## config.mk

```make
export PLATFORM = sky130hd
export DESIGN_NAME = adc_fs_capture
export DESIGN_NICKNAME = d
export VERILOG_FILES = /design/src/rtl/adc_fs_pkg.sv /design/src/rtl/adc_fs_timing.sv /design/src/rtl/adc_fs_deser.sv /design/src/rtl/adc_fs_out.sv /design/src/rtl/adc_fs_capture.sv
export SDC_FILE = /design/constraint.sdc
export NUM_CORES = 1
export LEC_CHECK = 0
export ABC_CLOCK_PERIOD_IN_PS = 3300
export BUFFER_PORTS_ARGS = -buffer_cell sky130_fd_sc_hd__buf_2
export CAP_MARGIN = 20
export CORE_ASPECT_RATIO = 2
export CORE_MARGIN = 4
export CORE_UTILIZATION = 32
export CTS_BUF_LIST = sky130_fd_sc_hd__clkbuf_4 sky130_fd_sc_hd__clkbuf_8 sky130_fd_sc_hd__clkbuf_16
export CTS_CLUSTER_DIAMETER = 60
export DETAILED_ROUTE_END_ITERATION = 8
export GPL_ROUTABILITY_DRIVEN = 0
export SETUP_SLACK_MARGIN = 0.3
export SYNTH_ARGS = -nofsm -noshare
export SYNTH_HDL_FRONTEND = slang
export SYNTH_SLANG_ARGS = --single-unit
```

## constraint.sdc

```tcl
create_clock -name clk -period 3.3 [get_ports clk]
set_clock_uncertainty 0.05 [all_clocks]
set_input_delay 0.66 -clock clk [delete_from_list [all_inputs] [get_ports clk]]
set_output_delay 0.66 -clock clk [all_outputs]
set_load 0.02 [all_outputs]
```

## src/rtl/adc_fs_pkg.sv

```systemverilog
package adc_fs_pkg;
  localparam int SAMPLE_W = 24;
  localparam int STATUS_W = 8;

  typedef struct packed {
    logic [SAMPLE_W-1:0] sample;
    logic [STATUS_W-1:0] status;
    logic                status_ok;
    logic                chan;
  } fs_word_t;
endpackage

```

## src/rtl/adc_fs_timing.sv

```systemverilog
// Bit clock divider and frame sequencer.
module adc_fs_timing #(
  parameter int HALF_DIV   = 2,
  parameter int FRAME_BITS = 66,
  localparam int PH_W = (2*HALF_DIV > 2) ? $clog2(2*HALF_DIV) : 1,
  localparam int BC_W = $clog2(FRAME_BITS)
) (
  input  logic            clk,
  input  logic            rst,
  input  logic            enable,
  output logic            sclk_o,
  output logic            fsync_o,
  output logic            cap_stb_o,
  output logic [BC_W-1:0] cap_bit_o
);
  localparam logic [PH_W-1:0] PH_RISE = PH_W'(HALF_DIV - 1);
  localparam logic [PH_W-1:0] PH_LAST = PH_W'(2*HALF_DIV - 1);
  localparam logic [BC_W-1:0] BC_LAST = BC_W'(FRAME_BITS - 1);

  logic            running;
  logic [PH_W-1:0] ph;
  logic [BC_W-1:0] bcnt;
  logic            rise_now, bit_end;

  assign rise_now  = running && (ph == PH_RISE);
  assign bit_end   = running && (ph == PH_LAST);
  assign cap_stb_o = rise_now;
  assign cap_bit_o = bcnt;

  always_ff @(posedge clk) begin
    if (rst) begin
      running <= 1'b0;
      ph      <= '0;
      bcnt    <= '0;
      sclk_o  <= 1'b0;
      fsync_o <= 1'b0;
    end else if (!running) begin
      ph     <= '0;
      bcnt   <= '0;
      sclk_o <= 1'b0;
      if (enable) begin
        running <= 1'b1;
        fsync_o <= 1'b1;
      end
    end else begin
      if (rise_now) sclk_o <= 1'b1;
      if (bit_end) begin
        ph      <= '0;
        sclk_o  <= 1'b0;
        fsync_o <= 1'b0;
        if (bcnt == BC_LAST) begin
          bcnt <= '0;
          if (enable) fsync_o <= 1'b1;
          else        running <= 1'b0;
        end else begin
          bcnt <= bcnt + 1'b1;
        end
      end else begin
        ph <= ph + 1'b1;
      end
    end
  end

  assert_strobe_first_bit_R2: assert property (@(posedge clk) disable iff (rst)
    fsync_o |-> (running && bcnt == '0));
  assert_sclk_rest_low_R1: assert property (@(posedge clk) disable iff (rst)
    !running |-> !sclk_o);
  assert_stop_at_boundary_R9: assert property (@(posedge clk) disable iff (rst)
    $fell(running) |-> ($past(bcnt) == BC_LAST));
endmodule

```

## src/rtl/adc_fs_deser.sv

```systemverilog
// Shifts one serial line into slot words, MSB first.
module adc_fs_deser #(
  parameter int SLOT_W = 32,
  parameter int NSLOTS = 2,
  parameter int BC_W   = 7
) (
  input  logic              clk,
  input  logic              rst,
  input  logic              cap_stb,
  input  logic [BC_W-1:0]   cap_bit,
  input  logic              din,
  output logic              word_valid_o,
  output logic [SLOT_W-1:0] word_o,
  output logic              slot_o
);
  localparam int SPAN = SLOT_W * NSLOTS;

  logic [SLOT_W-1:0] sreg, sreg_n;
  logic              at_end, slot_hi;
  int                idx;

  always_comb begin
    idx     = int'(cap_bit);
    sreg_n  = {sreg[SLOT_W-2:0], din};
    at_end  = cap_stb && (idx < SPAN) && ((idx % SLOT_W) == SLOT_W - 1);
    slot_hi = (idx >= SLOT_W);
  end

  always_ff @(posedge clk) begin
    if (rst) begin
      sreg         <= '0;
      word_o       <= '0;
      word_valid_o <= 1'b0;
      slot_o       <= 1'b0;
    end else begin
      if (cap_stb) sreg <= sreg_n;
      word_valid_o <= at_end;
      if (at_end) begin
        word_o <= sreg_n;
        slot_o <= slot_hi;
      end
    end
  end

  assert_word_single_pulse_R8: assert property (@(posedge clk) disable iff (rst)
    word_valid_o |=> !word_valid_o);
endmodule

```

## src/rtl/adc_fs_out.sv

```systemverilog
// Splits slot words into sample/status and serialises the two parallel lanes.
module adc_fs_out
  import adc_fs_pkg::*;
#(
  parameter int WORD_W     = 32,
  parameter bit HAS_STATUS = 1'b1
) (
  input  logic              clk,
  input  logic              rst,
  input  logic              a_valid,
  input  logic [WORD_W-1:0] a_word,
  input  logic              a_slot,
  input  logic              b_valid,
  input  logic [WORD_W-1:0] b_word,
  output logic              out_valid_o,
  output fs_word_t          out_o
);
  logic              pend_q;
  logic [WORD_W-1:0] pend_word;

  function automatic fs_word_t split(input logic [WORD_W-1:0] w, input logic ch);
    fs_word_t r;
    r.sample    = w[WORD_W-1 -: SAMPLE_W];
    r.status    = HAS_STATUS ? w[STATUS_W-1:0] : '0;
    r.status_ok = HAS_STATUS;
    r.chan      = ch;
    return r;
  endfunction

  always_ff @(posedge clk) begin
    if (rst) begin
      out_valid_o <= 1'b0;
      out_o       <= '0;
      pend_q      <= 1'b0;
      pend_word   <= '0;
    end else begin
      out_valid_o <= 1'b0;
      if (a_valid) begin
        out_o       <= split(a_word, a_slot);
        out_valid_o <= 1'b1;
        if (b_valid) begin
          pend_q    <= 1'b1;
          pend_word <= b_word;
        end
      end else if (pend_q) begin
        out_o       <= split(pend_word, 1'b1);
        out_valid_o <= 1'b1;
        pend_q      <= 1'b0;
      end
    end
  end

  assert_pending_drains_R7: assert property (@(posedge clk) disable iff (rst)
    pend_q |=> (out_valid_o && out_o.chan));
  assert_status_flag_R5: assert property (@(posedge clk) disable iff (rst)
    out_valid_o |-> (out_o.status_ok == HAS_STATUS));
endmodule

```

## src/rtl/adc_fs_capture.sv

```systemverilog
module adc_fs_capture
  import adc_fs_pkg::*;
#(
  parameter int HALF_DIV   = 2,
  parameter int FRAME_BITS = 66,
  parameter int SLOT_BITS  = 32,
  parameter int NUM_DEV    = 2,
  parameter bit PARALLEL   = 1'b0
) (
  input  logic                clk,
  input  logic                rst,
  input  logic                enable,
  output logic                sclk_o,
  output logic                fsync_o,
  input  logic [1:0]          sdata_i,
  output logic                smp_valid_o,
  output logic                smp_chan_o,
  output logic [SAMPLE_W-1:0] smp_data_o,
  output logic [STATUS_W-1:0] smp_status_o,
  output logic                smp_status_valid_o
);
  localparam int WORD_W     = PARALLEL ? SAMPLE_W : SLOT_BITS;
  localparam bit HAS_STATUS = !PARALLEL && (SLOT_BITS == 32);
  localparam int BC_W       = $clog2(FRAME_BITS);

  logic              cap_stb;
  logic [BC_W-1:0]   cap_bit;
  logic [1:0]        lane_v;
  logic [1:0]        lane_s;
  logic [WORD_W-1:0] lane_w [2];
  fs_word_t          out_w;
  logic              unused_slot;

  adc_fs_timing #(.HALF_DIV(HALF_DIV), .FRAME_BITS(FRAME_BITS)) u_timing (
    .clk(clk), .rst(rst), .enable(enable), .sclk_o(sclk_o), .fsync_o(fsync_o),
    .cap_stb_o(cap_stb), .cap_bit_o(cap_bit)
  );

  if (PARALLEL) begin : g_par
    for (genvar g = 0; g < 2; g++) begin : g_lane
      if (g < NUM_DEV) begin : g_on
        adc_fs_deser #(.SLOT_W(SAMPLE_W), .NSLOTS(1), .BC_W(BC_W)) u_deser (
          .clk(clk), .rst(rst), .cap_stb(cap_stb), .cap_bit(cap_bit), .din(sdata_i[g]),
          .word_valid_o(lane_v[g]), .word_o(lane_w[g]), .slot_o(lane_s[g])
        );
      end else begin : g_off
        logic unused_din;
        assign unused_din = sdata_i[g];
        assign lane_v[g]  = 1'b0;
        assign lane_w[g]  = '0;
        assign lane_s[g]  = 1'b0;
      end
    end
  end else begin : g_chain
    logic unused_din;
    adc_fs_deser #(.SLOT_W(SLOT_BITS), .NSLOTS(NUM_DEV), .BC_W(BC_W)) u_deser (
      .clk(clk), .rst(rst), .cap_stb(cap_stb), .cap_bit(cap_bit), .din(sdata_i[0]),
      .word_valid_o(lane_v[0]), .word_o(lane_w[0]), .slot_o(lane_s[0])
    );
    assign unused_din = sdata_i[1];
    assign lane_v[1]  = 1'b0;
    assign lane_w[1]  = '0;
    assign lane_s[1]  = 1'b0;
  end

  assign unused_slot = lane_s[1];

  adc_fs_out #(.WORD_W(WORD_W), .HAS_STATUS(HAS_STATUS)) u_out (
    .clk(clk), .rst(rst),
    .a_valid(lane_v[0]), .a_word(lane_w[0]), .a_slot(lane_s[0]),
    .b_valid(lane_v[1]), .b_word(lane_w[1]),
    .out_valid_o(smp_valid_o), .out_o(out_w)
  );

  assign smp_chan_o         = out_w.chan;
  assign smp_data_o         = out_w.sample;
  assign smp_status_o       = out_w.status;
  assign smp_status_valid_o = out_w.status_ok;
endmodule

```

==> flow_metrics.env <==
export IMPL_status="complete, no violations"
export IMPL_maxCapViolCount=0
export IMPL_grt_ovfl_total=0
export IMPL_clock_latency_ps=350
export IMPL_drc=0
export IMPL_cp_end_kind="register"
export IMPL_fmax_mhz=441.8
export IMPL_synth_main_ff_cell="dfxtp_1"
export IMPL_numPlacedInstances=621
export IMPL_nets=495
export IMPL_area_growth_pct=15.34
export IMPL_cp_max_fo=23
export IMPL_synthesis_nets=471
export IMPL_worstSetupStartpoint="u_timing.cap_bit_o[0]"
export IMPL_critPathSlowestCell="nand4b_1"
export IMPL_grt_usage_pct=11.51
export IMPL_critPathTopFamily="simple AND/OR/NAND/NOR gates"
export IMPL_cp_depth=7
export IMPL_die_area_mm2=0.01448
export IMPL_cp_num_buf_inv=1
export IMPL_synth_top_area_share_pct=55.98
export IMPL_cts_buffers=9
export IMPL_dieHeight_um=166.2
export IMPL_via_per_inst=4.761
export IMPL_cp_data_arrival_time_ps=2410
export IMPL_grtUsageMet3_pct=3.029
export IMPL_grt_pass1_wl_um=13470
export IMPL_boundaryPins=42
export IMPL_syn_inst=461
export IMPL_grt_max_degree=71
export IMPL_drive_above_1_share_pct=13.27
export IMPL_setup_worst_path_end="g_chain.u_deser.word_o[11]"
export IMPL_cts_tree="done"
export IMPL_seq_area_mm2=0.002243
export IMPL_wl_per_cell_um=12.25
export IMPL_drt_iter0_drc=152
export IMPL_ys_seq_elements=112
export IMPL_grt_pass1_vias=3033
export IMPL_use_met2_pct=20.39
export IMPL_fin_tns_setup_ps=0
export IMPL_cts_sink_count=112
export IMPL_p_leak_nw=1.633
export IMPL_ys_top_cells_by_area="dfxtp_1 (56%), nand2_1 (13%), a21oi_1 (8.9%)"
export IMPL_cts_clk_slew_worst_paths_ps=70
export IMPL_use_met1_pct=11.98
export IMPL_clock_root_buffer="clkbuf_16"
export IMPL_ys_types=28
export IMPL_fill_cells=1235
export IMPL_drtPass1Iterations=4
export IMPL_reg2reg_from="u_timing.cap_bit_o[0]"
export IMPL_fin_cells=637
export IMPL_route_antenna_remaining_nets=0
export IMPL_finalHoldViolCount=0
export IMPL_async_reset_ff_share_pct=0
export IMPL_vias=3033
export IMPL_dieWidth_um=87.11
export IMPL_reg2reg_slack_ps=1040
export IMPL_io_buffers=40
export IMPL_hold_path_class="register to register"
export IMPL_worstReg2RegEnd="g_chain.u_deser.word_o[11]"
export IMPL_crit_type="register to register"
export IMPL_slew_headroom_pct=29.17
export IMPL_hpwl_um=5236
export IMPL_n_antenna_cell=0
export IMPL_synth_most_common_cell="nand2_1"
export IMPL_grt_antenna_before_repair=0
export IMPL_cpPeakStageDelay_ps=490
export IMPL_post_cts_buffers=0
export IMPL_start_util_pct=32.84
export IMPL_synth_area_mux_share_pct=8.247
export IMPL_cp_start_kind="register"
export IMPL_cp_required_ps=3450
export IMPL_finalMaxSlewViolations=0
export IMPL_synth_xor_area_share_pct=0
export IMPL_synth_edf_count=0
export IMPL_synth_avg_cell_area_um2=8.688
export IMPL_finalWirelength_um=7801
export IMPL_postCtsResizedCells=0
export IMPL_synth_top_family_by_area="simple AND/OR/NAND/NOR gates"
export IMPL_coreArea_mm2=0.01220
export IMPL_synthTopCellsByCount="nand2_1 (135), dfxtp_1 (112), a21oi_1 (71), nor2_1 (37), mux2i_1 (33)"
export IMPL_rr_worst_depth=7
export IMPL_synthesis_area_mm2=0.004005
export IMPL_yosys_area_share_simple_pct=19.37
export IMPL_top_usage_layer="met2"
export IMPL_post_route_min_period_ps=2264
export IMPL_htreeDepth=3
export IMPL_powerDensity_mw_per_mm2=553.5
export IMPL_critical_path_most_common_cell="ha_1"
export IMPL_peakVddDrop_mv=0.3057
export IMPL_rows=57
export IMPL_cts_buffer_depth=2
export IMPL_yosysWarnings=0
export IMPL_min_period_over_period_pct=68.60
export IMPL_setup_violations=0
export IMPL_rsz0062_at_grt="false"
export IMPL_yosys_area_top_type="dfxtp_1"
export IMPL_synth_seq_area_share_pct=55.98
export IMPL_worst_slew_pin_slew_ps=1063
export IMPL_ctsHoldBuffers=0
export IMPL_synth_compound_area_share_pct=11.15
export IMPL_multi_input_area_mm2=0.001615
export IMPL_crit_chain="ha_1 > and3_1 > ha_1 > nand4b_1 > buf_4 > nand2_1 > a21oi_1"
export IMPL_synthAdderAreaFrac_pct=1.562
==> flip-flops by register name, summed over array words and instances, names as in the netlist <==
register / flops
g_chain.u_deser.word_o: 32
u_out.out_o: 34
g_chain.u_deser.sreg: 31
u_timing.sclk_o: 1
g_chain.u_deser.slot_o: 1
u_timing.cap_bit_o: 7
u_timing.fsync_o: 1
g_chain.u_deser.word_valid_o: 1
u_out.out_valid_o: 1
u_timing.running: 1
u_timing.ph: 2
==> where the power goes <==
| part | switching [mW] | internal [mW] |
|---|---|---|
| Combinational | 0.0379 | 0.0104 |
| Sequential | 0.00499 | 1.35 |
| Clock | 0.467 | 0.682 |
| Total | 0.510 | 2.05 |
==> worst register-to-register path: cells and delay by family, from the launching register on <==
| kind | cells | cell delay [ps] |
|---|---|---|
| flip-flops | 1 | 390 |
| AND/OR/NAND/NOR | 3 | 770 |
| AO/OA/AOI/OAI | 1 | 60 |
| buffers and inverters | 1 | 440 |
| adder cells (fa/ha/maj) | 2 | 400 |
==> worst min-delay path by stage <==
stage                                     from                    endpoint  cells after the start  slack [ps]
floorplan             g_chain.u_deser.sreg[30]  g_chain.u_deser.word_o[31]                      2         380
global placement                u_out.out_o[1]              u_out.out_o[1]                      2         390
detailed placement    g_chain.u_deser.sreg[30]    g_chain.u_deser.sreg[30]                      2         400
CTS                 g_chain.u_deser.word_o[27]  g_chain.u_deser.word_o[27]                      2         410
global route        g_chain.u_deser.word_o[17]  g_chain.u_deser.word_o[17]                      2         430
finish              g_chain.u_deser.word_o[17]  g_chain.u_deser.word_o[17]                      2         410
==> routing by layer <==
metal	part of all wire, %	up-vias
met4	2.2	0
met2	52	41
li1	-	1556
met1	41	1424
met3	4.0	12
met5	0	-
==> cell families (layout without fill, tap and decap cells) <==
family / Yosys count / after routing
and+or+nand+nor: 191 / 191
adders and majority gates: 5 / 5
buffers and inverters: 37 / 66
DFF: 112 / 112
AOI/OAI and AO/OA: 83 / 83
muxes: 33 / 33
==> cells in the final DEF (no fill, tap or decap), types with 2 or more instances in the layout <==
cell type,count
nand2_1,135
dfxtp_1,111
a21oi_1,71
buf_2,39
nor2_1,37
mux2i_1,33
clkbuf_16,9
o21ai_0,7
inv_1,6
ha_1,5
buf_4,5
or3_1,3
nor2b_1,3
nor3_1,3
nand4_1,2
clkbuf_4,2
bufinv_16,2
==> metrics by stage <==
step	total power [mW]	setup slack (ps)	util, %	hold WS, ps	area (um^2)
after CTS	2.596	967.5	37.88	408.7	4619
after global routing	2.651	791.6	37.88	433.9	4619
after floorplan	1.428	1607	-	382.1	4005
after global placement	1.439	1021	35.24	392.2	4298
after detailed placement	1.440	958.3	35.24	399.1	4298
final	2.557	1036	37.88	408.1	4619
==> layout make-up <==
class | instances | share of cell area [%]
inverters | 6 | 0.4875
multi-input cells | 312 | 34.97
clock buffers | 11 | 5.200
clock inverters | 5 | 1.761
well taps | 147 | 3.982
repair buffers | 44 | 5.038
flip-flops and latches | 112 | 48.56
No activity file was read; power rests on OpenSTA's default activity.
